--- config.mk ---
export PLATFORM = sky130hd
export DESIGN_NAME = i2cw_word_slave
export DESIGN_NICKNAME = d
export VERILOG_FILES = /design/src/rtl/i2cw_pkg.sv /design/src/rtl/i2cw_sync.sv /design/src/rtl/i2cw_bus_events.sv /design/src/rtl/i2cw_rx_fsm.sv /design/src/rtl/i2cw_word_slave.sv
export SDC_FILE = /design/constraint.sdc
export NUM_CORES = 1
export LEC_CHECK = 0
export BUFFER_PORTS_ARGS = -buffer_cell sky130_fd_sc_hd__buf_2
export CAP_MARGIN = 20
export CELL_PAD_IN_SITES_DETAIL_PLACEMENT = 2
export CELL_PAD_IN_SITES_GLOBAL_PLACEMENT = 2
export CORE_ASPECT_RATIO = 1.5
export CORE_MARGIN = 4
export CORE_UTILIZATION = 34
export DETAILED_ROUTE_END_ITERATION = 10
export PLACE_DENSITY = 0.65
export RECOVER_POWER = 50
export SLEW_MARGIN = 5
export SYNTH_ARGS = -nofsm -noshare
export SYNTH_HDL_FRONTEND = slang
export SYNTH_HIERARCHICAL = 1
export SYNTH_SLANG_ARGS = --single-unit
--- constraint.sdc ---
create_clock -name clk -period 2.51 [get_ports clk]
set_input_delay 0.1255 -clock clk [delete_from_list [all_inputs] [get_ports clk]]
set_output_delay 0.1255 -clock clk [all_outputs]
set_load 0.02 [all_outputs]
--- src/rtl/i2cw_pkg.sv ---
package i2cw_pkg;
  localparam int BYTE_W = 8;
  localparam int ADDR_W = 7;

  typedef enum logic [1:0] {
    ST_IDLE,
    ST_RECV,
    ST_ACK,
    ST_IGNORE
  } rx_state_e;

  typedef enum logic [1:0] {
    PH_ADDR,
    PH_MS,
    PH_LS,
    PH_EXTRA
  } phase_e;

  // address this slave answers to: fixed prefix, LSB is inverted strap
  function automatic logic [ADDR_W-1:0] own_address(
    input logic [ADDR_W-2:0] prefix,
    input logic              strap
  );
    return {prefix, ~strap};
  endfunction

  // first byte carries address in [7:1] and direction in [0] (0 = write)
  function automatic logic addr_hit(
    input logic [BYTE_W-1:0] first_byte,
    input logic [ADDR_W-1:0] own
  );
    return (first_byte[BYTE_W-1:BYTE_W-ADDR_W] == own) && !first_byte[0];
  endfunction

  function automatic phase_e next_phase(input phase_e ph);
    case (ph)
      PH_ADDR: return PH_MS;
      PH_MS:   return PH_LS;
      default: return PH_EXTRA;
    endcase
  endfunction
endpackage

--- src/rtl/i2cw_sync.sv ---
module i2cw_sync #(
  parameter int   STAGES    = 2,
  parameter logic RESET_VAL = 1'b1
) (
  input  logic clk,
  input  logic rst_n,
  input  logic d,
  output logic q
);
  logic [STAGES-1:0] chain;

  generate
    if (STAGES < 2) begin : g_single
      always_ff @(posedge clk or negedge rst_n) begin
        if (!rst_n) chain <= {STAGES{RESET_VAL}};
        else        chain <= d;
      end
    end else begin : g_multi
      always_ff @(posedge clk or negedge rst_n) begin
        if (!rst_n) chain <= {STAGES{RESET_VAL}};
        else        chain <= {chain[STAGES-2:0], d};
      end
    end
  endgenerate

  assign q = chain[STAGES-1];
endmodule

--- src/rtl/i2cw_bus_events.sv ---
module i2cw_bus_events (
  input  logic clk,
  input  logic rst_n,
  input  logic scl_s,
  input  logic sda_s,
  output logic scl_rise,
  output logic scl_fall,
  output logic start_evt,
  output logic stop_evt
);
  logic scl_q, sda_q;

  always_ff @(posedge clk or negedge rst_n) begin
    if (!rst_n) begin
      scl_q <= 1'b1;
      sda_q <= 1'b1;
    end else begin
      scl_q <= scl_s;
      sda_q <= sda_s;
    end
  end

  logic scl_steady_high;
  assign scl_steady_high = scl_s && scl_q;
  assign scl_rise  = scl_s && !scl_q;
  assign scl_fall  = !scl_s && scl_q;
  assign start_evt = scl_steady_high && sda_q && !sda_s;
  assign stop_evt  = scl_steady_high && !sda_q && sda_s;
endmodule

--- src/rtl/i2cw_rx_fsm.sv ---
module i2cw_rx_fsm
  import i2cw_pkg::*;
#(
  parameter logic [ADDR_W-2:0] ADDR_PREFIX = 6'b001011
) (
  input  logic              clk,
  input  logic              rst_n,
  input  logic              scl_high,
  input  logic              scl_rise,
  input  logic              scl_fall,
  input  logic              start_evt,
  input  logic              stop_evt,
  input  logic              sda_bit,
  input  logic              strap,
  output logic              sda_pull,
  output logic [BYTE_W-1:0] ms_byte,
  output logic [BYTE_W-1:0] ls_byte,
  output logic              ms_upd,
  output logic              ls_upd
);
  localparam int CNT_W = $clog2(BYTE_W + 1);
  localparam logic [CNT_W-1:0] LAST_BIT = CNT_W'(BYTE_W - 1);

  rx_state_e         state;
  phase_e            phase;
  logic [CNT_W-1:0]  bit_cnt;
  logic [BYTE_W-1:0] shreg;
  logic              byte_full;

  // named internal events for the checks
  logic [ADDR_W-1:0] own_addr;
  logic              take_bit;
  logic              byte_decide;
  logic              ack_high_edge;
  logic              ack_end;
  assign own_addr      = own_address(ADDR_PREFIX, strap);
  assign take_bit      = (state == ST_RECV) && scl_rise && !byte_full;
  assign byte_decide   = (state == ST_RECV) && scl_fall && byte_full;
  assign ack_high_edge = (state == ST_ACK) && scl_rise;
  assign ack_end       = (state == ST_ACK) && scl_fall;

  always_ff @(posedge clk or negedge rst_n) begin
    if (!rst_n) begin
      state     <= ST_IDLE;
      phase     <= PH_ADDR;
      bit_cnt   <= '0;
      shreg     <= '0;
      byte_full <= 1'b0;
      sda_pull  <= 1'b0;
      ms_byte   <= '0;
      ls_byte   <= '0;
      ms_upd    <= 1'b0;
      ls_upd    <= 1'b0;
    end else begin
      ms_upd <= 1'b0;
      ls_upd <= 1'b0;
      if (start_evt) begin
        state     <= ST_RECV;
        phase     <= PH_ADDR;
        bit_cnt   <= '0;
        byte_full <= 1'b0;
        sda_pull  <= 1'b0;
      end else if (stop_evt) begin
        state     <= ST_IDLE;
        phase     <= PH_ADDR;
        bit_cnt   <= '0;
        byte_full <= 1'b0;
        sda_pull  <= 1'b0;
      end else begin
        if (take_bit) begin
          shreg   <= {shreg[BYTE_W-2:0], sda_bit};
          bit_cnt <= bit_cnt + 1'b1;
          if (bit_cnt == LAST_BIT) byte_full <= 1'b1;
        end
        if (byte_decide) begin
          byte_full <= 1'b0;
          bit_cnt   <= '0;
          case (phase)
            PH_ADDR: begin
              if (addr_hit(shreg, own_addr)) begin
                state    <= ST_ACK;
                sda_pull <= 1'b1;
              end else begin
                state <= ST_IGNORE;
              end
            end
            PH_MS, PH_LS: begin
              state    <= ST_ACK;
              sda_pull <= 1'b1;
            end
            default: state <= ST_ACK;  // extra byte: ninth clock, no pull
          endcase
        end
        if (ack_high_edge) begin
          if (phase == PH_MS) begin
            ms_byte <= shreg;
            ms_upd  <= 1'b1;
          end
          if (phase == PH_LS) begin
            ls_byte <= shreg;
            ls_upd  <= 1'b1;
          end
        end
        if (ack_end) begin
          sda_pull <= 1'b0;
          state    <= ST_RECV;
          phase    <= next_phase(phase);
        end
      end
    end
  end

  // the pull-down only starts while SCL is low
  assert_pull_starts_low_R4: assert property (@(posedge clk) disable iff (!rst_n)
    $rose(sda_pull) |-> !scl_high);
  // the pull-down is released on the ninth falling edge
  assert_release_on_fall_R4: assert property (@(posedge clk) disable iff (!rst_n)
    (sda_pull && scl_fall && !start_evt && !stop_evt) |=> !sda_pull);
  // STOP leaves the receiver idle with SDA released
  assert_stop_to_idle_R1: assert property (@(posedge clk) disable iff (!rst_n)
    stop_evt |=> (state == ST_IDLE) && !sda_pull);
  // no acknowledge while ignoring the bus
  assert_ignore_quiet_R3: assert property (@(posedge clk) disable iff (!rst_n)
    (state == ST_IGNORE) |-> !sda_pull && !ms_upd && !ls_upd);
  // registers change only with their strobe; strobes last one cycle
  assert_ms_hold_R6: assert property (@(posedge clk) disable iff (!rst_n)
    !ms_upd |-> $stable(ms_byte));
  assert_ls_hold_R6: assert property (@(posedge clk) disable iff (!rst_n)
    !ls_upd |-> $stable(ls_byte));
  assert_strobe_pulse_R6: assert property (@(posedge clk) disable iff (!rst_n)
    (ms_upd || ls_upd) |=> !ms_upd && !ls_upd);
  // no acknowledge of trailing bytes
  assert_extra_no_ack_R8: assert property (@(posedge clk) disable iff (!rst_n)
    (phase == PH_EXTRA) |-> !sda_pull);
endmodule

--- src/rtl/i2cw_word_slave.sv ---
module i2cw_word_slave
  import i2cw_pkg::*;
#(
  parameter int                SYNC_STAGES = 2,
  parameter logic [ADDR_W-2:0] ADDR_PREFIX = 6'b001011
) (
  input  logic              clk,
  input  logic              rst_n,
  input  logic              scl_i,
  input  logic              sda_i,
  input  logic              strap_i,
  output logic              sda_pull_o,
  output logic [BYTE_W-1:0] ms_byte_o,
  output logic [BYTE_W-1:0] ls_byte_o,
  output logic              ms_upd_o,
  output logic              ls_upd_o
);
  logic scl_s, sda_s;
  logic scl_rise, scl_fall, start_evt, stop_evt;

  i2cw_sync #(.STAGES(SYNC_STAGES), .RESET_VAL(1'b1)) u_sync_scl (
    .clk(clk), .rst_n(rst_n), .d(scl_i), .q(scl_s)
  );
  i2cw_sync #(.STAGES(SYNC_STAGES), .RESET_VAL(1'b1)) u_sync_sda (
    .clk(clk), .rst_n(rst_n), .d(sda_i), .q(sda_s)
  );

  i2cw_bus_events u_events (
    .clk(clk), .rst_n(rst_n), .scl_s(scl_s), .sda_s(sda_s),
    .scl_rise(scl_rise), .scl_fall(scl_fall),
    .start_evt(start_evt), .stop_evt(stop_evt)
  );

  i2cw_rx_fsm #(.ADDR_PREFIX(ADDR_PREFIX)) u_fsm (
    .clk(clk), .rst_n(rst_n), .scl_high(scl_s),
    .scl_rise(scl_rise), .scl_fall(scl_fall),
    .start_evt(start_evt), .stop_evt(stop_evt),
    .sda_bit(sda_s), .strap(strap_i),
    .sda_pull(sda_pull_o), .ms_byte(ms_byte_o), .ls_byte(ls_byte_o),
    .ms_upd(ms_upd_o), .ls_upd(ls_upd_o)
  );
endmodule

==> reports/results.ini <==
[floorplanning]
core_um2=4890
start_util_pct=35.7
die_width_um=66.5
fp.dieArea_um2=6360
fp.dieH_um=95.7
io_pins=24
rows=31

[yosys]
syn_area_um2=1740
yosys.area.top_type_share_pct=51.6
yosys_register_bits=42
syn_nets=132
synth.area.top_cells=dfrtp_1 (52%), mux2_2 (15%), dfstp_2 (9.0%)
yosys_warnings=6
ys_types=32
ys_seq_area_share_pct=60.7
syn_inst=122
synth_area_leader_cell=dfrtp_1
syn-mean-instance-area_um2=14.3

[critical_path]
critPathLaunchType=register
required_ps=2690
crit_type=register to register
worstPathArrival_ps=2160
crit_path_end_kind=register
worstPathMaxFanout=9

[power]
pwr-share-seq_pct=59.4
combPwrFrac_pct=11.6
switching_share_pct=27.4
leakagePower_nw=0.949
power.internal_mw=1.05
power_density_nw_per_um2=712
clkPwrFrac_pct=29.0
p_sw_uw=395
ir_drop_mv=0.329

[place]
routabilityCongestion=0.679
hpwl_um=2740
portBuffers=23

[cts]
cts_tree=done
post_cts_buffers=0
clk_latency_ps=290
ctsResizeCount=0
cts_made_buffers=5
clk_path_buf_depth=2
cts.sinks=42
clk_pin_slew_ps=70
cts-root-buf=clkbuf_8
htreeDepth=2

[route]
drt_iter0_drc=24
firstDrtPassIters=4
met2_length_um=2110
routed_via_density=4.88
wl_um=3720
drc=0
dr_total_vias=1079
avgRoutedWirePerCell_um=16.8
wl_met1_um=1460
ant_nets=0
top_layer=met4
wl_met3_um=91

[layout]
drive_gt1_share_pct=28.4
nFillCells=521
area_delta_synth_final_pct=16.2
diodes=0
nets=164
ff_latch_area_um2=1060
multiInputGateArea_um2=654

[sta]
setup-violations-final=0
hold_viol_final=0
holdWs_ps=367
period_share_pct=79.1
maxSlewHeadroom_pct=30.9
tightestPinTransition_ps=1040
rsz0062_at_grt=false
fin_setup_tns_ps=0
clock.fmax_mhz=503
finalClockSkew_ps=10.4
slew_viol_final=0
min_period_ps=1990

[global_routing]
grt_overflow_total=0
grt_pass1_wl_um=6400
grt_max_degree=43
antenna_found_initial=0
grt_util_all_layers_pct=13.8
first_global_vias=1290

[job]
cap_violations=0

[hold_path]
hp-class=register to register

[run_status]
status=finished clean

[cell usage after synthesis, drive strengths merged]
library cell and instances:
and2b 1, o21ai 1, and4bb 1, nand4 3, buf 1, a21oi 3
nand2 5, o311ai 1, o41ai 1, a311o 1, nor2 9, mux2i 1
ha 5, nand2b 1, xor2 1, nand4bb 1, nor3 1, and4b 2
and2 1, a41oi 1, dfrtp 36, o31ai 1, a2111oi 1, inv 7
mux2 24, dfstp 6, xnor2 3, nand3b 1, nor2b 2
[through the flow]
stage / worst slack [ps] / power, mW / utilization, % / cell area [um^2] / cells
finish: 523 / 1.44 / 41.5 / 2030 / 221
global route: 437 / 1.54 / 41.5 / 2030 / 221
global placement: 574 / 1.02 / 39.6 / 1940 / 210
CTS: 516 / 1.49 / 42.0 / 2050 / 221
floorplan: 866 / 0.963 / - / 1740 / 122
detailed placement: 521 / 1.05 / 39.6 / 1940 / 210
[power by group through the flow]
stage	Combinational, mW	Sequential, mW	Clock (mW)
3_3_place_gp	0.154	0.869	0
5_1_grt	0.191	0.874	0.477
6_report	0.167	0.857	0.418
3_5_place_dp	0.169	0.877	0
4_1_cts	0.175	0.864	0.449
2_1_floorplan	0.128	0.835	0
[sequential cells by signal, indices dropped and copies added (netlist names)]
register,flops
u_fsm/shreg,8
u_fsm/ls_byte,8
u_events/sda_q,1
u_fsm/state,2
u_fsm/ls_upd,1
u_fsm/ms_upd,1
u_fsm/phase,2
u_sync_scl/chain,2
u_fsm/ms_byte,8
u_sync_sda/chain,2
u_fsm/byte_full,1
u_fsm/bit_cnt,4
u_events/scl_q,1
u_fsm/sda_pull,1
[metal layers]
layer	up-vias	GRT usage (%)
li1	491	-
met1	568	16.2
met2	15	23.4
met3	5	3.27
met4	0	6.61
met5	-	0
[cell usage in the layout, fill, tap and decap left out, drive strengths merged, types with 2 or more instances in the layout]
cell type / count
dlygate4sd3: 3
mux2: 24
clkbuf: 27
nor2: 9
xnor2: 3
inv: 7
nand4: 3
buf: 3
nor2b: 2
dfrtp: 36
dfstp: 6
a21oi: 3
nand2: 5
ha: 5
and4b: 2
[timing repair]
item / CTS / global route
endpoints found under the setup margin: 0 / 0
endpoints found under the hold margin: 3 / 0
hold buffers: 3 / 0
[final timing paths]
| path | from | endpoint | slack (ps) | cells past startpoint |
|---|---|---|---|---|
| setup reg to reg | u_sync_sda/chain[1]$_DFF_PN1_ | u_fsm/ms_byte[5]$_DFFE_PN0P_ | 520 | 4 |
| hold / removal | u_sync_sda/chain[0]$_DFF_PN1_ | u_sync_sda/chain[1]$_DFF_PN1_ | 370 | 0 |
| hold reg to reg | u_sync_sda/chain[0]$_DFF_PN1_ | u_sync_sda/chain[1]$_DFF_PN1_ | 370 | 0 |
| max in group asynchronous | rst_n | u_fsm/ms_upd$_DFF_PN0_ | 1320 | 2 |
| setup / recovery | u_sync_sda/chain[1]$_DFF_PN1_ | u_fsm/ms_byte[5]$_DFFE_PN0P_ | 520 | 4 |
| min in group asynchronous | rst_n | u_fsm/phase[1]$_DFFE_PN0P_ | 550 | 2 |
[worst max-delay path, cell delays in order, from the launching register on]
cell	delay, ps
dfstp_1	580
and4b_1	280
nor2_4	220
nand4_2	380
mux2_2	400
[cells by family after synthesis]
| family | count (synthesis) | share of synthesized area (%) |
|---|---|---|
| adder cells (fa/ha/maj) | 5 | 3.59 |
| multiplexers | 25 | 16.1 |
| buffers and inverters | 8 | 1.79 |
| AND/OR/NAND/NOR | 28 | 10.5 |
| AO/OA/AOI/OAI | 10 | 5.38 |
| flip-flops | 42 | 60.7 |
| XOR/XNOR | 4 | 2.01 |
[layout make-up]
type                       instances  area share [%]
sequential                        42            52.2
multi-input combinational         72            32.3
clock inverter                     1           0.370
inverter                           7            1.30
clock buffer                       7            3.77
timing repair buffer              26            5.99
tap                               66            4.07
No activity file was read; power rests on OpenSTA's default activity.
